File: config.mk
export PLATFORM = sky130hd
export DESIGN_NAME = pm_clkgate_ctrl
export DESIGN_NICKNAME = d
export VERILOG_FILES = /design/src/rtl/pm_pkg.sv /design/src/rtl/pm_mode_state.sv /design/src/rtl/pm_enable_reg.sv /design/src/rtl/pm_clkgate_ctrl.sv
export SDC_FILE = /design/constraint.sdc
export NUM_CORES = 1
export LEC_CHECK = 0
export ABC_AREA = 1
export CAP_MARGIN = 10
export CORE_MARGIN = 2
export CORE_UTILIZATION = 42
export CTS_CLUSTER_SIZE = 30
export DETAILED_ROUTE_END_ITERATION = 10
export HOLD_SLACK_MARGIN = 0.05
export PLACE_DENSITY = 0.8
export SYNTH_ARGS = -nofsm -noshare
export SYNTH_HDL_FRONTEND = slang
export SYNTH_SLANG_ARGS = --single-unit
File: constraint.sdc
create_clock -name clk -period 1.1 [get_ports clk]
set_input_delay 0.11 -clock clk [delete_from_list [all_inputs] [get_ports clk]]
set_output_delay 0.11 -clock clk [all_outputs]
set_load 0.02 [all_outputs]
File: src/rtl/pm_pkg.sv
package pm_pkg;
  localparam int MODE_W = 4;
  localparam int EN_W   = 6;

  // Mode field, bit 3 down to bit 0
  typedef struct packed {
    logic sub_off;
    logic bias_off;
    logic xtal_stop;
    logic core_halt;
  } mode_t;

  typedef struct packed {
    logic core;
    logic main;
    logic sub;
    logic aux;
    logic dcgen;
    logic xtal;
  } en_t;

  localparam mode_t MODE_RUN = '0;
  localparam en_t   EN_ALL   = '1;

  // Map mode bits and the oscillator-use hint to the enable set
  function automatic en_t decode_enables(mode_t m, logic fast_used);
    en_t e;
    if (!m.core_halt) begin
      e = EN_ALL;
    end else begin
      e.core  = 1'b0;
      e.main  = 1'b0;
      e.sub   = !m.sub_off;
      e.aux   = !m.xtal_stop;
      e.xtal  = !m.xtal_stop;
      e.dcgen = !m.bias_off || (fast_used && !m.sub_off);
    end
    return e;
  endfunction
endpackage

File: src/rtl/pm_mode_state.sv
module pm_mode_state
  import pm_pkg::*;
(
  input  logic  clk,
  input  logic  rst_n,
  input  logic  wr,
  input  mode_t wdata,
  input  logic  irq,
  input  logic  ret,
  output mode_t mode_q,
  output mode_t mode_d,
  output logic  sleeping
);
  mode_t save_q, save_d;
  logic  wake_ev, ret_ev, wr_ev;

  assign sleeping = mode_q.core_halt;
  assign wake_ev  = irq && sleeping;
  assign ret_ev   = ret && !sleeping;
  assign wr_ev    = wr && !sleeping && !ret;

  always_comb begin
    mode_d = mode_q;
    save_d = save_q;
    if (wake_ev) begin
      save_d = mode_q;
      mode_d = MODE_RUN;
    end else if (ret_ev) begin
      mode_d = save_q;
    end else if (wr_ev) begin
      mode_d = wdata;
    end
  end

  always_ff @(posedge clk or negedge rst_n) begin
    if (!rst_n) begin
      mode_q <= MODE_RUN;
      save_q <= MODE_RUN;
    end else begin
      mode_q <= mode_d;
      save_q <= save_d;
    end
  end


  wake_clears_mode_chk: assert property (@(posedge clk) disable iff (!rst_n)
    (irq && sleeping) |=> (mode_q == MODE_RUN && save_q == $past(mode_q)));

  nested_keeps_save_chk: assert property (@(posedge clk) disable iff (!rst_n)
    (irq && !sleeping) |=> $stable(save_q));

  return_restores_chk: assert property (@(posedge clk) disable iff (!rst_n)
    (ret && !sleeping) |=> (mode_q == $past(save_q)));

  sleep_ignores_cmd_chk: assert property (@(posedge clk) disable iff (!rst_n)
    (sleeping && !irq) |=> $stable(mode_q));
endmodule

File: src/rtl/pm_enable_reg.sv
module pm_enable_reg
  import pm_pkg::*;
(
  input  logic  clk,
  input  logic  rst_n,
  input  mode_t mode_next,
  input  mode_t mode_now,
  input  logic  fast_used,
  output en_t   en_q
);
  en_t en_d;
  assign en_d = decode_enables(mode_next, fast_used);

  always_ff @(posedge clk or negedge rst_n) begin
    if (!rst_n) en_q <= EN_ALL;
    else        en_q <= en_d;
  end


  run_all_on_chk: assert property (@(posedge clk) disable iff (!rst_n)
    !mode_now.core_halt |-> (en_q == EN_ALL));

  deep_all_off_chk: assert property (@(posedge clk) disable iff (!rst_n)
    (mode_now == 4'b1111) |-> (en_q == '0));

  halt_stops_core_chk: assert property (@(posedge clk) disable iff (!rst_n)
    mode_now.core_halt |-> (!en_q.core && !en_q.main));
endmodule

File: src/rtl/pm_clkgate_ctrl.sv
module pm_clkgate_ctrl
  import pm_pkg::*;
(
  input  logic       clk,
  input  logic       rst_n,
  input  logic       mode_wr,
  input  logic [3:0] mode_wdata,
  input  logic       irq_pend,
  input  logic       irq_return,
  input  logic       fast_osc_main,
  output logic [3:0] mode_bits,
  output logic       core_en,
  output logic       main_clk_en,
  output logic       sub_clk_en,
  output logic       aux_clk_en,
  output logic       dcgen_en,
  output logic       xtal_en
);
  mode_t mode_q, mode_d;
  logic  sleeping;
  en_t   en_q;

  pm_mode_state u_state (
    .clk      (clk),
    .rst_n    (rst_n),
    .wr       (mode_wr),
    .wdata    (mode_t'(mode_wdata)),
    .irq      (irq_pend),
    .ret      (irq_return),
    .mode_q   (mode_q),
    .mode_d   (mode_d),
    .sleeping (sleeping)
  );

  pm_enable_reg u_en (
    .clk       (clk),
    .rst_n     (rst_n),
    .mode_next (mode_d),
    .mode_now  (mode_q),
    .fast_used (fast_osc_main),
    .en_q      (en_q)
  );

  assign mode_bits   = mode_q;
  assign core_en     = en_q.core;
  assign main_clk_en = en_q.main;
  assign sub_clk_en  = en_q.sub;
  assign aux_clk_en  = en_q.aux;
  assign dcgen_en    = en_q.dcgen;
  assign xtal_en     = en_q.xtal;
endmodule

### After elaboration in Yosys (flattened, before gate mapping)

Index checks and enable logic that the tools add are counted.

| word-level totals | value |
|---|---|
| register bits | 14 |
| bits in latches | 0 |
| bits in writable memories | 0 |
| bits in read-only memories | 0 |
| input bits | 10 |
| output and inout port bits | 10 |
| memories | 0 |

| cells by class | value |
|---|---|
| add/subtract/negate cells | 0 |
| multiply operators | 0 |
| divide/modulo/power cells | 0 |
| $lt $le $gt $ge | 0 |
| equality and inequality tests | 0 |
| shifts and indexed selects | 0 |
| mux-type cells | 4 |
| bitwise gates (word level) | 0 |
| reductions and logical operators | 11 |

Operator list:

| kind | count |
|---|---|
| 4-bit 2-to-1 mux | 3 |
| 6-bit 2-to-1 mux | 1 |
| 1-bit logical AND | 5 |
| 1-bit logical NOT | 5 |
| 1-bit logical OR | 1 |

### Depth between registers and ports, before layout

| logic depth | value |
|---|---|
| depth in word-level cells | 10 |
| mapped depth | 7 |
| mapped depth without buffers | 7 |

### By module

A second synthesis with hierarchy kept.

| second synthesis, totals | value |
|---|---|
| cells, all modules | 63 |
| area, all modules | 550.5 um2 |

By module, submodules not included:

| module | instances | cells each | area an instance (um2) |
|---|---|---|---|
| pm_mode_state | 1 | 49 | 400.4 |
| pm_enable_reg | 1 | 14 | 150.1 |

### Worst setup path after synthesis

OpenSTA, ideal clock, no wires.

| path | value |
|---|---|
| path kind | flip-flop to flip-flop |
| start point | register u_state.sleeping (netlist name) |
| end point | register u_en.en_q[1] (netlist name) |
| setup time | 0.086 ns |
| arrival time | 0.936 ns |
| slack | 0.078 ns |
| stages on the path, launching flop included | 7 |
| buffers on the path | 0 |
| clock period less this slack | 1.022 ns |
| cells stage by stage | dfrtp_1 -> nand2_4 -> inv_4 -> nor2_4 -> nand3_2 -> nand3_2 -> nand3_2 |

==> flow_metrics.tcl <==
set metrics [dict create \
    status "complete, but fails checks" \
    violations "setup timing" \
    timing_worst_setup_path_type "reg -> reg" \
    syn_nets 68 \
    detailed_place.area_sq_um 803.3 \
    place.port_buffers 19 \
    max_clock_freq_ghz 0.9002 \
    worst_clock_skew_ns 0.0008002 \
    endpoint_kind "flop" \
    power.density_cell_area_nw_per_um2 1800 \
    grt_overflow_total 0 \
    cp_cell_sequence "buf_6, nand2_4, inv_4, nor2_4, nand3_2, nand3_2, nand3_2" \
    timing.final.max_slew_violations 0 \
    fin_nets 93 \
    timing.critical_path.slowest_stage_cell "dfrtp_2" \
    drv.max_cap_violation_count 0 \
    fp.dieW_um 41.38 \
    final_core_utilization_pct 62.98 \
    p_leak_nw 0.3851 \
    critPathLaunchType "flop" \
    cell_type_with_the_largest_total_area_after_synthesis "dfrtp_1" \
    period_minus_ws_final_ns 1.111 \
    post_dp_hpwl_um 864.8 \
    share_of_post_route_cells_with_drive_strength_above_1_pct 47.56 \
    cp.depth 7 \
    report.final.setup_viol 2 \
    final.period_utilization_pct 101.0 \
    post_synth_inst_count 58 \
    cts_tree "done" \
    post_synth_instance_area_sq_um 586.8 \
    drtAntennaViolNets 0 \
    gp_congestion 0.8180 \
    totalWireLength_mm 1.107 \
    synth_sequential_area_ratio_pct 52.03 \
    startpoint "u_state.sleeping" \
    synth_ff_type "dfrtp_1" \
    cts_htree_levels 1 \
    drt-wirelength-per-cell_um 11.41 \
    top_level_ports 20 \
    yosys_register_bits 12 \
    antenna_cells 0 \
    grt_first_pass_wirelength_mm 1.683 \
    layout-area-overhead-vs-synth_pct 39.66 \
    drtPass1Iterations 3 \
    post_synth.cell_area_avg_sq_um 10.12 \
    critPathMostFrequentCell "nand3_2" \
    antenna_found_initial 0 \
    setup.reg_to_reg.worst_slack_ns -0.01 \
    max_slew_margin_pct 83.57 \
    synth.top_cells.by_area "dfrtp_1 (34%), dfstp_2 (18%), nand3_2 (8.5%)" \
    worstPathRequired_ns 1.30 \
    hold_path_class "in -> async" \
    synthDistinctLibCells 19 \
    cpPeakStageDelay_ns 0.44 \
    arrival_ns 1.31 \
    core.rowCount 13 \
    post-route-cell-area_sq_um 819.5 \
    dpl_worst_slack_ns -0.1832 \
    regToRegEndpoint "u_en.en_q[1]" \
    synth_warnings 0 \
    tritoncts_num_sinks 12 \
    synth_top_area_share_pct 34.12 \
    final_hold_violation_count 0 \
    crit_path_end "u_en.en_q[1]" \
    worst-path-buf-inv 2 \
    initial_utilization_pct 45.10 \
    synth_edf_count 0 \
    reg2reg_from "u_state.sleeping" \
    post_synth_arst_share_pct 100.0 \
    drc 0 \
    vias_per_cell 4.639 \
    final_critical_path_setup_slack_ns -0.01082 \
    grt_start_max_net_pins 13 \
    cts_bufs_inserted 3 \
    clkSlewWorstSetupHoldPaths_ns 0.07 \
    clock_insertion_delay_worst_skew_ns 0.27 \
    reg2regPathDepth 7 \
    die-area_sq_um 1712 \
    post_route_setup_tns_ns -0.01645 \
    netlist_top_cells_count "nand2_1 (13), dfrtp_1 (8), inv_1 (5), nand3_2 (5)" \
    drt-initial-drc-count 1 \
    clock_tree.buffer_depth 2 \
    path_delay_family "flip-flops" \
    unrepaired_setup_endpoints_after_global_routing "yes" \
    peakVddDrop_v 0.001002 \
    synth_most_common_cell "nand2_1" \
    vias 450 \
    groute.usage.overall_pct 16.26 \
    fp.dieH_um 41.38 \
    worst_slew_pin_slew_ns 0.2465 \
    first_global_vias 415 \
    crit_path_max_fanout 4 \
    post_cts_hold_buffer_count 0 \
    core_area_sq_um 1301 \
    clock-root-buffer "clkbuf_4" \
]
-- how the worst min path moves through the flow --
stage / endpoint / slack (ns) / cells past startpoint
global route: u_state.mode_q[3] / 0.15 / 2
detailed placement: u_state.mode_q[3] / 0.42 / 2
CTS: u_state.mode_q[3] / 0.12 / 2
global placement: u_state.mode_q[3] / 0.42 / 2
finish: u_state.mode_q[3] / 0.12 / 2
floorplan: u_state.mode_q[1] / -0.19 / 0
-- flip-flops by register name, summed over array words and instances, names as in the netlist --
name	count
u_state.sleeping	1
u_en.en_q	4
u_state.save_q	4
u_state.mode_q	3
-- layer usage --
layer | GRT usage (%) | vias to the layer above | wire length, um
met5 | 0 | - | 0
met4 | 7.258 | 0 | 13
met3 | 6.915 | 2 | 87
met2 | 29.69 | 14 | 566
met1 | 15.67 | 208 | 440
li1 | - | 226 | -
-- worst register-to-register path, delay by kind of cell, from the launching register on --
kind                   cells  cell delay (ns)
buffers and inverters      2             0.18
AND/OR/NAND/NOR            5             0.43
flip-flops                 1             0.44
-- final cells by class --
| class | instances | area [sq um] |
|---|---|---|
| Clock buffer | 4 | 36.28 |
| Fill cell | 104 | 481.7 |
| Inverter | 9 | 36.28 |
| Multi-Input combinational cell | 34 | 230.2 |
| Sequential cell | 12 | 306.5 |
| Tap cell | 15 | 18.77 |
| Timing Repair Buffer | 23 | 191.4 |
-- stage by stage --
stage | total power, W | std cells | hold WS (ns)
2_1_floorplan | 0.0009455 | 58 | -0.1856
3_3_place_gp | 0.001168 | 93 | 0.4187
3_5_place_dp | 0.001182 | 93 | 0.4220
4_1_cts | 0.001489 | 97 | 0.1182
5_1_grt | 0.001558 | 97 | 0.1468
6_report | 0.001475 | 97 | 0.1214
-- power by group --
| part | leakage [nW] | switching [W] | internal (W) | total, W |
|---|---|---|---|---|
| Sequential | 0.141 | 0.0000526 | 0.000555 | 0.000607 |
| Clock | 0.0210 | 0.000147 | 0.000201 | 0.000348 |
| Combinational | 0.223 | 0.000307 | 0.000212 | 0.000520 |
-- cells by family after synthesis --
kind of cell           Yosys count  synth area share [%]
flip-flops                      12                 52.03
AND/OR/NAND/NOR                 29                 29.64
buffers and inverters           12                 10.02
AO/OA/AOI/OAI                    5                 8.314
-- repair_timing --
item                                    CTS  global route
pin swaps                                 3             0
endpoints found under the hold margin     0             0
setup buffers                             0             0
endpoints found under the setup margin   16             7
resized for setup                        34             4
-- cells in the final DEF (no fill, tap or decap) --
cell,n
nor2_2,1
dfrtp_2,1
nand2_1,13
dlygate4sd2_1,1
clkbuf_4,3
nand2_4,1
nand3_1,1
inv_4,1
buf_2,7
inv_2,3
or2_1,1
nor2_4,2
buf_6,2
dfstp_2,4
clkdlybuf4s15_1,2
o211ai_2,1
nand2_2,4
clkbuf_8,1
inv_1,5
nand3_2,5
a31oi_4,1
clkdlybuf4s50_1,9
buf_4,2
o21ai_0,3
dfrtp_1,7
nand4_1,1
Power figures use the tool's default switching activity.
